===== src/rtl/i2c_am_pkg.sv =====
package i2c_am_pkg;
  typedef enum logic [1:0] {PH_IDLE, PH_FIRST, PH_SECOND} phase_e;
  localparam logic [4:0] TEN_PREFIX = 5'b11110;
  localparam logic [7:0] GC_BYTE    = 8'h00;
  localparam int unsigned ENTRY_W   = 8;
endpackage


===== src/rtl/i2c_am_cmp7.sv =====
module i2c_am_cmp7 #(
  parameter int unsigned NUM = 4,
  localparam int unsigned VW = NUM * i2c_am_pkg::ENTRY_W
) (
  input  logic [VW-1:0]  sadr_i,
  input  logic [VW-1:0]  mask_i,
  input  logic [6:0]     addr_i,
  input  logic           en_i,
  output logic [NUM-1:0] hit_o,
  output logic           gc_any_o
);
  logic [NUM-1:0] gc_vec;

  for (genvar g = 0; g < NUM; g++) begin : g_ent
    logic [6:0] a, m;
    assign a = sadr_i[g*8+7 -: 7];
    assign m = mask_i[g*8+7 -: 7];
    assign hit_o[g]  = en_i & (((a ^ addr_i) & ~m) == 7'd0);
    assign gc_vec[g] = sadr_i[g*8];
  end

  assign gc_any_o = en_i & (|gc_vec);
endmodule


===== src/rtl/i2c_am_prio.sv =====
module i2c_am_prio #(
  parameter int unsigned N = 4,
  parameter int unsigned W = 3
) (
  input  logic [N-1:0] hit_i,
  output logic         any_o,
  output logic [W-1:0] idx_o
);
  always_comb begin
    idx_o = '0;
    for (int i = N - 1; i >= 0; i--) begin
      if (hit_i[i]) idx_o = W'(i);
    end
  end
  assign any_o = |hit_i;
endmodule


===== src/rtl/i2c_am_cmp10.sv =====
module i2c_am_cmp10 (
  input  logic [10:0] xsadr_i,
  input  logic [10:0] xmask_i,
  input  logic [1:0]  hi_i,
  input  logic [7:0]  lo_i,
  input  logic        en_i,
  output logic        hi_hit_o,
  output logic        lo_hit_o,
  output logic        gc_o
);
  assign hi_hit_o = en_i & (((xsadr_i[10:9] ^ hi_i) & ~xmask_i[10:9]) == 2'd0);
  assign lo_hit_o = ((xsadr_i[8:1] ^ lo_i) & ~xmask_i[8:1]) == 8'd0;
  assign gc_o     = en_i & xsadr_i[0];
endmodule


===== src/rtl/i2c_addr_match.sv =====
module i2c_addr_match
  import i2c_am_pkg::*;
#(
  parameter int unsigned NUM7 = 4,
  localparam int unsigned IDX_W = $clog2(NUM7 + 1),
  localparam int unsigned VW = NUM7 * ENTRY_W
) (
  input  logic             clk_i,
  input  logic             rst_ni,
  input  logic             start_i,
  input  logic             byte_valid_i,
  input  logic [7:0]       byte_i,
  input  logic             en7_i,
  input  logic             en10_i,
  input  logic             ack_en_i,
  input  logic [VW-1:0]    sadr_i,
  input  logic [VW-1:0]    mask_i,
  input  logic [10:0]      xsadr_i,
  input  logic [10:0]      xmask_i,
  output logic             dec_valid_o,
  output logic             ack_o,
  output logic [IDX_W-1:0] match_idx_o,
  output logic             gc_o,
  output logic             rw_o
);
  localparam logic [IDX_W-1:0] TEN_IDX = IDX_W'(NUM7);

  phase_e ph_q, ph_d;
  logic   rw_pend_q, rw_pend_d;
  logic   dec_d, ack_d, gc_d, rw_d;
  logic [IDX_W-1:0] idx_d;

  logic [NUM7-1:0]  hit7;
  logic             gc7, any7, hi_hit, lo_hit, gc10;
  logic [IDX_W-1:0] idx7;

  i2c_am_cmp7 #(.NUM(NUM7)) u_cmp7 (
    .sadr_i(sadr_i), .mask_i(mask_i), .addr_i(byte_i[7:1]), .en_i(en7_i),
    .hit_o(hit7), .gc_any_o(gc7)
  );

  i2c_am_prio #(.N(NUM7), .W(IDX_W)) u_prio (
    .hit_i(hit7), .any_o(any7), .idx_o(idx7)
  );

  i2c_am_cmp10 u_cmp10 (
    .xsadr_i(xsadr_i), .xmask_i(xmask_i), .hi_i(byte_i[2:1]), .lo_i(byte_i),
    .en_i(en10_i), .hi_hit_o(hi_hit), .lo_hit_o(lo_hit), .gc_o(gc10)
  );

  logic is_gc, is_ten;
  assign is_gc  = (byte_i == GC_BYTE);
  assign is_ten = en10_i & (byte_i[7:3] == TEN_PREFIX);

  always_comb begin
    ph_d      = ph_q;
    rw_pend_d = rw_pend_q;
    dec_d     = 1'b0;
    ack_d     = ack_o;
    gc_d      = gc_o;
    rw_d      = rw_o;
    idx_d     = match_idx_o;
    if (start_i) begin
      ph_d = PH_FIRST;
    end else if (byte_valid_i) begin
      unique case (ph_q)
        PH_FIRST: begin
          if (is_gc) begin
            dec_d = 1'b1;
            ack_d = ack_en_i & (gc7 | gc10);
            gc_d  = 1'b1;
            idx_d = '0;
            rw_d  = 1'b0;
            ph_d  = PH_IDLE;
          end else if (is_ten && hi_hit) begin
            rw_pend_d = byte_i[0];
            ph_d      = PH_SECOND;
          end else if (is_ten) begin
            dec_d = 1'b1;
            ack_d = 1'b0;
            gc_d  = 1'b0;
            idx_d = TEN_IDX;
            rw_d  = byte_i[0];
            ph_d  = PH_IDLE;
          end else begin
            dec_d = 1'b1;
            ack_d = ack_en_i & any7;
            gc_d  = 1'b0;
            idx_d = any7 ? idx7 : '0;
            rw_d  = byte_i[0];
            ph_d  = PH_IDLE;
          end
        end
        PH_SECOND: begin
          dec_d = 1'b1;
          ack_d = ack_en_i & lo_hit;
          gc_d  = 1'b0;
          idx_d = TEN_IDX;
          rw_d  = rw_pend_q;
          ph_d  = PH_IDLE;
        end
        default: ;
      endcase
    end
  end

  always_ff @(posedge clk_i or negedge rst_ni) begin
    if (!rst_ni) begin
      ph_q        <= PH_IDLE;
      rw_pend_q   <= 1'b0;
      dec_valid_o <= 1'b0;
      ack_o       <= 1'b0;
      gc_o        <= 1'b0;
      rw_o        <= 1'b0;
      match_idx_o <= '0;
    end else begin
      ph_q        <= ph_d;
      rw_pend_q   <= rw_pend_d;
      dec_valid_o <= dec_d;
      ack_o       <= ack_d;
      gc_o        <= gc_d;
      rw_o        <= rw_d;
      match_idx_o <= idx_d;
    end
  end

  assert_ack_gated_R5: assert property (@(posedge clk_i) disable iff (!rst_ni)
    (dec_valid_o && ack_o) |-> $past(ack_en_i));

  assert_gc_fields_R6: assert property (@(posedge clk_i) disable iff (!rst_ni)
    (dec_valid_o && gc_o) |-> (match_idx_o == '0 && !rw_o));

  assert_second_byte_R7: assert property (@(posedge clk_i) disable iff (!rst_ni)
    (ph_q == PH_SECOND && byte_valid_i && !start_i) |=> (dec_valid_o && match_idx_o == TEN_IDX));

  assert_idle_quiet_R10: assert property (@(posedge clk_i) disable iff (!rst_ni)
    (ph_q == PH_IDLE || start_i || !byte_valid_i) |=> !dec_valid_o);

  assert_restart_R11: assert property (@(posedge clk_i) disable iff (!rst_ni)
    start_i |=> (ph_q == PH_FIRST));
endmodule


===== config.mk =====
export PLATFORM = sky130hd
export DESIGN_NAME = i2c_addr_match
export DESIGN_NICKNAME = d
export VERILOG_FILES = /design/src/rtl/i2c_am_pkg.sv /design/src/rtl/i2c_am_cmp7.sv /design/src/rtl/i2c_am_prio.sv /design/src/rtl/i2c_am_cmp10.sv /design/src/rtl/i2c_addr_match.sv
export SDC_FILE = /design/constraint.sdc
export NUM_CORES = 1
export LEC_CHECK = 0
export ABC_AREA = 1
export BUFFER_PORTS_ARGS = -buffer_cell sky130_fd_sc_hd__buf_2
export CAP_MARGIN = 20
export CORE_ASPECT_RATIO = 2
export CORE_MARGIN = 2
export CORE_UTILIZATION = 44
export CTS_BUF_LIST = sky130_fd_sc_hd__clkbuf_16
export DETAILED_ROUTE_END_ITERATION = 6
export GPL_ROUTABILITY_DRIVEN = 0
export MAX_ROUTING_LAYER = met4
export PLACE_DENSITY = 0.86
export RECOVER_POWER = 25
export SYNTH_ARGS = -nofsm -noshare
export SYNTH_HDL_FRONTEND = slang
export SYNTH_SLANG_ARGS = --single-unit

===== constraint.sdc =====
create_clock -name clk_i -period 3.25 [get_ports clk_i]
set_input_delay 0.1625 -clock clk_i [delete_from_list [all_inputs] [get_ports clk_i]]
set_output_delay 0.1625 -clock clk_i [all_outputs]
set_load 0.02 [all_outputs]

; ---- Word-level counts from Yosys, hierarchy flattened
; Cells that the tools add are included.
[word_totals]
ff_bits = 10
inputBits = 101
out_inout_bits = 7
word_cells = 88
[op_classes]
eq_ne = 4
mux = 29
bitwise = 32
n_reduce_logical = 16
[ops]
columns = op, count
row1 = bitwise AND 7 bit, 4
row2 = zero test 7 bit, 4
row3 = inverter 7 bit, 4
row4 = XOR 7 bit, 4
row5 = zero test 8 bit, 2
row6 = two-way mux 2 bit, 8
row7 = two-way mux 3 bit, 4
row8 = bitwise AND 1 bit, 11
row9 = two-way mux 1 bit, 11
row10 = bitwise AND 8 bit, 1
row11 = inverter 8 bit, 1
row12 = one-hot mux 1 bit (2 select lines), 4
row13 = OR reduction 4 bit, 2
row14 = XOR 8 bit, 1
row15 = one-hot mux 3 bit (2 select lines), 1
row16 = equality test 5 bit (second input constant), 1
row17 = AND reduction 5 bit, 1
row18 = one-hot mux 2 bit (2 select lines), 1
row19 = AND reduction 4 bit, 1
row20 = nonzero test 2 bit, 2
row21 = inequality test 3 bit (second input constant), 1
row22 = nonzero test 3 bit, 1
row23 = bitwise AND 2 bit, 1
row24 = equality test 2 x 1 -> 1 bit (second input constant), 1
row25 = 8 further kinds, 9

; ---- Depth between registers and ports, before layout
; Gate-level depths: netlist of run 1.
[depth]
word_depth = 13
depth_mapped = 12
mapped_depth_nobuf = 11

; ---- Modules after synthesis
; From an unflattened synthesis of run 1, not the netlist that was laid out.
[unflattened]
cells_unflattened = 342
area_unflattened_um2 = 1671.6
[by_module_without_submodules]
columns = mod, n_inst, cells_each, area_per_inst_um2, seq_area_each_um2
row1 = i2c_am_cmp7, 1, 186, 740.7, 0.0
row2 = i2c_addr_match, 1, 85, 629.4, 250.2
row3 = i2c_am_cmp10, 1, 60, 244.0, 0.0
row4 = i2c_am_prio, 1, 11, 57.6, 0.0

; ---- Worst setup path after synthesis of run 1
; OpenSTA, ideal clock, no wires.
[synth_timing]
kind = flip-flop to flip-flop
from = reg ph_q[0]
to = reg ack_o
setup_ps = 65
arrival_ps = 1409
required_time_ps = 3185
path_slack_ps = 1776
path_stages_with_launch = 10
path_buffers = 0
period_less_slack_ps = 1474
cell_sequence = dfrtp_1 -> inv_1 -> ha_1 -> nor3_1 -> nand2_4 -> inv_4 -> nand3_2 -> nor2_1 -> nand2_1 -> nand2_1
[synth_via]
elab_chain_len = 3
elab_cells_between_ends = 6
classes_between = 3 x eq/ne / 1 x mux / 2 x reduce/logical
[synth_lines]
columns = element, line
row1 = from (decl), i2c_addr_match.sv:28  ; phase_e ph_q, ph_d;
row2 = from (signal assigned), i2c_addr_match.sv:117  ; ph_q <= ph_d;
row3 = equality test 2 x 1 -> 1 bit / equality test 2 bit (equally long branches), i2c_addr_match.sv:66  ; unique case (ph_q)
row4 = inequality test 3 bit (no line) / nonzero test 2 bit (equally long branches), --
row5 = AND reduction 4 bit (no line), --
row6 = to (signal assigned), i2c_addr_match.sv:120  ; ack_o <= ack_d;
row7 = to (decl), i2c_addr_match.sv:21  ; output logic ack_o,
; Parallel ways exist; a longest one is shown, timed or not.
; A chain may end at the register's enable or synchronous reset.

; ---- Worst setup path in the final report of run 1
; Ends and elaborated chain as after synthesis.

==> run metrics, run 1 <==
Synth Register Bits 10; largest family of logic cells by synthesized area simple AND/OR/NAND/NOR gates; nature of the critical path endpoint flop; GR peak layer met2; GRT Overall Usage 0.243; final period utilization 0.513; routing usage on met2 0.448; global routing usage on met3 0.0337; critical path class flop to flop; vias in the first global route 1,859; CP startpoint kind flop; PD cells 275 nW/um^2; Req. time, crit path 3.42 ns; Synth cell types 30; maxcap violations 0; Hold Crit Class input pin to flop; status finished clean; Post-Synth XOR/XNOR Area 0.0239; Mapped Area 1470 sq um; Slew Viols, Final 0; Antenna Nets Post-Route 0; fin crit period 1.67 ns; number of CTS-inserted buffers 3; Reg clk slew, reported paths 0.04 ns; WL/cell 10.7 microns; initial core utilization 0.460; simple-gate share of the synthesized area 0.536; final worst slack 1.58 ns; share of post-route cells with drive strength above 1 0.314; global-route wire length before repair 7090 microns; compound-gate portion of the synthesized area 0.0929; via count 1,948; initial antenna violation count 0; worst path arrival time 1.84 ns; fin area 2040 sq um; synth warn 0; Synth Area in Adders 0.0171; post-synthesis mux area share 0; Placeable Area 3190 sq um; Max-slew headroom 0.635; unrepaired setup endpoints after global routing false; met1 Use GR 0.229; worst-path fanout max 7; post-synthesis sequential area ratio 0.171; Yosys top cell by area nand2_1; Net Count, Synth 369; ant diodes 0; GR Overflow Total 0; CTS Sinks 10; CTS resizes 0; CTS root buf clkbuf_16; Mapped Cells 266; actual slew at the worst max-slew pin 0.547 ns; post-place setup slack 1.62 ns; Clock Tree Buf Depth 2; Cell Area, Placed 1950 sq um; top-area cell type share of the netlist area 0.251; drt total wl 4240 microns; Nets 470; setup TNS 0 ns; DR pass1 iterations 4; LEAKAGE 1.28 nW; vias per cell 4.91; detailed placement HPWL 3750 microns; DRC viols 0; Synth area leaders nand2_1, dfrtp_1, inv_1; syn_area_per_cell 5.52 sq um; die area 3840 sq um; IO buf count 102; hold_ws 0.164 ns; I/O pin count 108; final setup vio count 0; skew final 0.000789 ns; Max Freq 600 MHz; pin count of the biggest net entering global routing 12; CTS tree done; initial drt markers 26; Peak supply drop 189 uV; final hold viol count 0; # rows 29; H-tree levels 1; layout overhead on the synthesized area 38.9%; Die H 85.7 microns; Die X 44.8 microns; clk_lat worst skew 0.24 ns
-- worst paths after layout --
path                            cells after the start       to  slack (ns)  startpoint
worst max-delay path                                9    ack_o        1.58     ph_q[0]
worst min-delay path                                2  ph_q[1]        0.16     start_i
worst max register to register                      9    ack_o        1.58     ph_q[0]
worst min register to register                      2    ack_o        0.49       ack_o
max in group asynchronous                           2    ack_o        2.46      rst_ni
min in group asynchronous                           2  ph_q[1]        0.43      rst_ni
-- placed cells by master, fill, tap and decap left out, types with 2 or more instances in the layout --
master,count
a21oi_1,8
a31oi_1,2
buf_2,101
clkbuf_16,3
dfrtp_1,10
ha_1,2
inv_1,41
inv_2,2
nand2_1,98
nand2_4,2
nand3_1,11
nand3b_1,8
nand4_1,4
nor2_1,38
o21ai_0,8
o21ai_1,4
or2_0,6
xnor2_1,4
-- cell families after synthesis --
logic type / after synthesis
buffers and inverters: 51
xor gates and xnor gates: 4
AOI/OAI and AO/OA: 25
adders and majority gates: 2
and+or+nand+nor: 174
DFF: 10
-- Yosys cell counts (all sizes together) --
cell type,number
nand2,101
nor2,38
nand3b,9
dfrtp,10
buf,6
nand3,12
xnor2,4
a22oi,1
o32ai,1
a21oi,8
or2,7
nor3,2
clkbuf,1
o21ai,12
o211ai,1
a31oi,2
ha,2
inv,44
nand4,5
-- critical path, cell delays in order (launching register included) --
cell and delay (ns):
dfrtp_1 0.34, inv_1 0.06, ha_1 0.29, nor3_1 0.38, nand2_4 0.14, inv_4 0.11, nand3_2 0.06, nor2_1 0.11
nand2_1 0.06, nand2_1 0.05
-- layout make-up --
cell class	instances	area (sq um)
fillers	324	1150
multi-input cells	205	983
clock inverters	1	3.75
flip-flops and latches	10	250
well taps	31	38.8
repair buffers	103	519
inverters	44	168
clock buffers	3	75.1
-- per-stage QoR --
step / utilization / total power, mW / cells
floorplan: - / 0.260 / 266
global placement: 0.611 / 0.340 / 392
detailed placement: 0.611 / 0.346 / 392
CTS: 0.639 / 0.565 / 397
global route: 0.638 / 0.597 / 397
finish: 0.638 / 0.561 / 397
-- layer usage --
| layer | vias to the layer above | wire length, microns | part of all wire |
|---|---|---|---|
| li1 | 1019 | - | - |
| met1 | 842 | 1470 | 0.35 |
| met2 | 71 | 2400 | 0.57 |
| met3 | 16 | 211 | 0.050 |
| met4 | 0 | 166 | 0.039 |
| met5 | - | 0 | 0 |
-- registers in the layout, summed over array words and instances, names as in the netlist --
| name | count |
|---|---|
| rw_pend_q | 1 |
| ack_o | 1 |
| ph_q | 2 |
| dec_valid_o | 1 |
| gc_o | 1 |
| rw_o | 1 |
| match_idx_o | 3 |
-- repair_timing --
item                                   4_1_cts  5_1_grt
hold buffers                                 1        0
endpoints found under the hold margin       10        0
buffers inserted                             0        0
-- power breakdown --
group / internal (mW) / switching [mW] / total, mW
Sequential: 0.135 / 0.00465 / 0.140
Combinational: 0.0930 / 0.112 / 0.205
Clock: 0.161 / 0.0553 / 0.216
Note: power is estimated with default switching activity, not from simulation.
==> inputs of run 2 (changes only) <==
ABC_AREA = 0   (was 1)
CORE_UTILIZATION = 38   (was 44)
PLACE_DENSITY = 0.82   (was 0.86)
clock period = 1.65 ns   (was 3.25 ns; I/O delays follow)
==> run 2 against run 1 <==
  * First-iteration DRC count fell by 27%
  * Utilization fell by 3.2 points
  * Via count fell by 30%
  * Count of clock-buffer cells in the layout did not move
  * Worst hold slack got worse by 0.11 ns
  * Sequential share of layout area rose by 1.6 points
  * Final area fell by 11%
==> run metrics, run 2 <==
Peak supply drop 362 uV (+91%); ant diodes 0 (unchanged); final setup vio count 0 (unchanged); GR Overflow Total 0 (unchanged); Synth Register Bits 10 (unchanged); Yosys top cell by area xnor2_1; IO buf count 102 (unchanged); largest family of logic cells by synthesized area XOR/XNOR gates; final hold viol count 0 (unchanged); Post-synth ARST share 1.00 (unchanged); most frequent cells in the layout buf_2, xnor2_1, o22ai_1; status finished clean; I/O pin count 108 (unchanged); CTS Sinks 10 (unchanged); skew final 0.00285 ns (+0.00206 ns); CTS tree done; via count 1,367 (-30%); post-synthesis sequential area ratio 0.210 (+0.0396); initial core utilization 0.400 (-0.0596); Antenna Nets Post-Route 0 (unchanged); LEAKAGE 0.861 nW (-33%); Max Freq 630 MHz (+5.1%); maxcap violations 0 (unchanged); setup TNS 0 ns (unchanged); top-area cell type share of the netlist area 0.279 (+0.0288); initial drt markers 19 (-27%); compound-gate portion of the synthesized area 0.227 (+0.134); share of post-route cells with drive strength above 1 0.500 (+0.186); CTS root buf clkbuf_16; Most used DFF post-synth dfrtp_1; Mapped Cells 131 (-51%); Placeable Area 2980 sq um (-6.7%); die area 3630 sq um (-5.6%); most frequent cell after synthesis xnor2_1; pin count of the biggest net entering global routing 11 (-1); worst path arrival time 1.71 ns (-0.13 ns); layout overhead on the synthesized area 51.7%; Synth Area in Adders 0.0210 (+0.00396); GRT Overall Usage 0.232 (-0.0102); DRC viols 0 (unchanged); Slowest cell on crit path dfrtp_1; share of the core filled with cells 0.607 (-0.0316); Hold Crit Class input pin to flop; Reg clk slew, reported paths 0.04 ns (about the same); r2r setup slk 0.06 ns (-1.52 ns); initial antenna violation count 0 (unchanged); vias in the first global route 1,506 (-19%); post-synthesis mux area share 0.0273 (+0.0273); top post-synthesis cells by count xnor2_1, o22ai_1, dfrtp_1; # rows 28 (-3.4%); drt total wl 3890 microns (-8.4%); syn_area_per_cell 9.09 sq um (+65%); Post-Synth XOR/XNOR Area 0.279 (+0.256); Clock Tree Buf Depth 2 (unchanged); Die H 83.2 microns (-2.9%); Synth cell types 36 (+20%); Regs by FF count match_idx_o (3), ph_q (2); critical path class flop to flop; Max stage delay on crit path 0.37 ns (about the same); synth warn 0 (unchanged); Top reg by flops match_idx_o; worst-path fanout max 6 (-1); Synth area leaders xnor2_1, dfrtp_1, o22ai_1; Nets 340 (-28%); global-route wire length before repair 6340 microns (-11%); Req. time, crit path 1.77 ns (-1.65 ns); Net Count, Synth 234 (-37%); CP startpoint kind flop; detailed placement HPWL 3370 microns (-10%); max FFs per register 3 (unchanged); Post-synth EDFFs 0 (unchanged); Slew Viols, Final 0 (unchanged); Mapped Area 1190 sq um (-19%); simple-gate share of the synthesized area 0.151 (-0.385); Die X 43.6 microns (-2.8%); H-tree levels 1 (unchanged); number of CTS-inserted buffers 3 (unchanged); WL/cell 14.6 microns (+37%); final period utilization 0.961 (+0.449); vias per cell 5.14 (+4.7%); nature of the critical path endpoint flop; Max-slew headroom 0.610 (-0.0257); PD cells 627 nW/um^2 (+130%); Tot Pwr 1.13 mW (+100%); commonest non-fill, non-tap cell in the layout buf_2; actual slew at the worst max-slew pin 0.585 ns (+0.0385 ns); Cell Chain, Critical Path inv_1 > ha_1 > nor2_1 > nand2_1 > a21o_4 > buf_4 > o31a_1; fin crit period 1.59 ns (-0.0804 ns); clk_lat worst skew 0.24 ns (about the same); DR pass1 iterations 4 (unchanged); hold_ws 0.0490 ns (-0.115 ns)
-- run 2: logic make-up after synthesis --
logic type	Yosys count
AO/OA/AOI/OAI	38
flip-flops	10
multiplexers	3
XOR/XNOR	38
buffers and inverters	13
AND/OR/NAND/NOR	27
adder cells (fa/ha/maj)	2
-- run 2: layer usage --
layer,GRT usage,vias to the layer above,part of all wire
li1,-,688,-
met1,0.202,604,0.32
met2,0.452,64,0.60
met3,0.0283,11,0.053
met4,0.102,0,0.028
met5,-,-,0
-- run 2: path summary, 6_finish.rpt --
check                        start  cells past startpoint              to
setup / recovery           ph_q[0]                      7           ack_o
hold / removal             start_i                      2         ph_q[1]
setup reg to reg           ph_q[0]                      7           ack_o
hold reg to reg               gc_o                      2            gc_o
max in group asynchronous   rst_ni                      2  match_idx_o[1]
min in group asynchronous   rst_ni                      2         ph_q[1]
-- run 2: area by class of cell --
cell class              count  area (sq um)
fillers                   274          1170
multi-input cells         108           841
repair buffers            110           584
flip-flops and latches     10           250
clock buffers               3          75.1
well taps                  30          37.5
inverters                   4          15.0
clock inverters             1          3.75
-- run 2: stage by stage --
| stage | std cells | setup WS (ns) | area [sq um] |
|---|---|---|---|
| 2_1_floorplan | 131 | 0.101 | 1190 |
| 3_3_place_gp | 259 | 0.0738 | 1700 |
| 3_5_place_dp | 259 | 0.0373 | 1700 |
| 4_1_cts | 264 | 0.0394 | 1790 |
| 5_1_grt | 266 | -0.00181 | 1810 |
| 6_report | 266 | 0.0637 | 1810 |
-- run 2: worst max-delay path, delay by kind of cell (launching register included) --
| kind | cells | cell delay (ns) |
|---|---|---|
| adders and majority gates | 1 | 0.29 |
| AOI/OAI and AO/OA | 2 | 0.44 |
| and+or+nand+nor | 2 | 0.16 |
| buffers and inverters | 2 | 0.21 |
| DFF | 1 | 0.37 |
-- run 2: where the power goes --
part	leakage, nW	switching [mW]	internal, mW
combinational	0.690	0.194	0.223
sequential	0.132	0.0105	0.266
clock	0.0385	0.122	0.318
-- run 2: timing repair --
item / 4_1_cts / 5_1_grt
endpoints found under the setup margin: 0 / 1
setup buffers: 0 / 2
gates resized for setup: 0 / 0
endpoints found under the hold margin: 10 / 0
hold buffers: 1 / 0
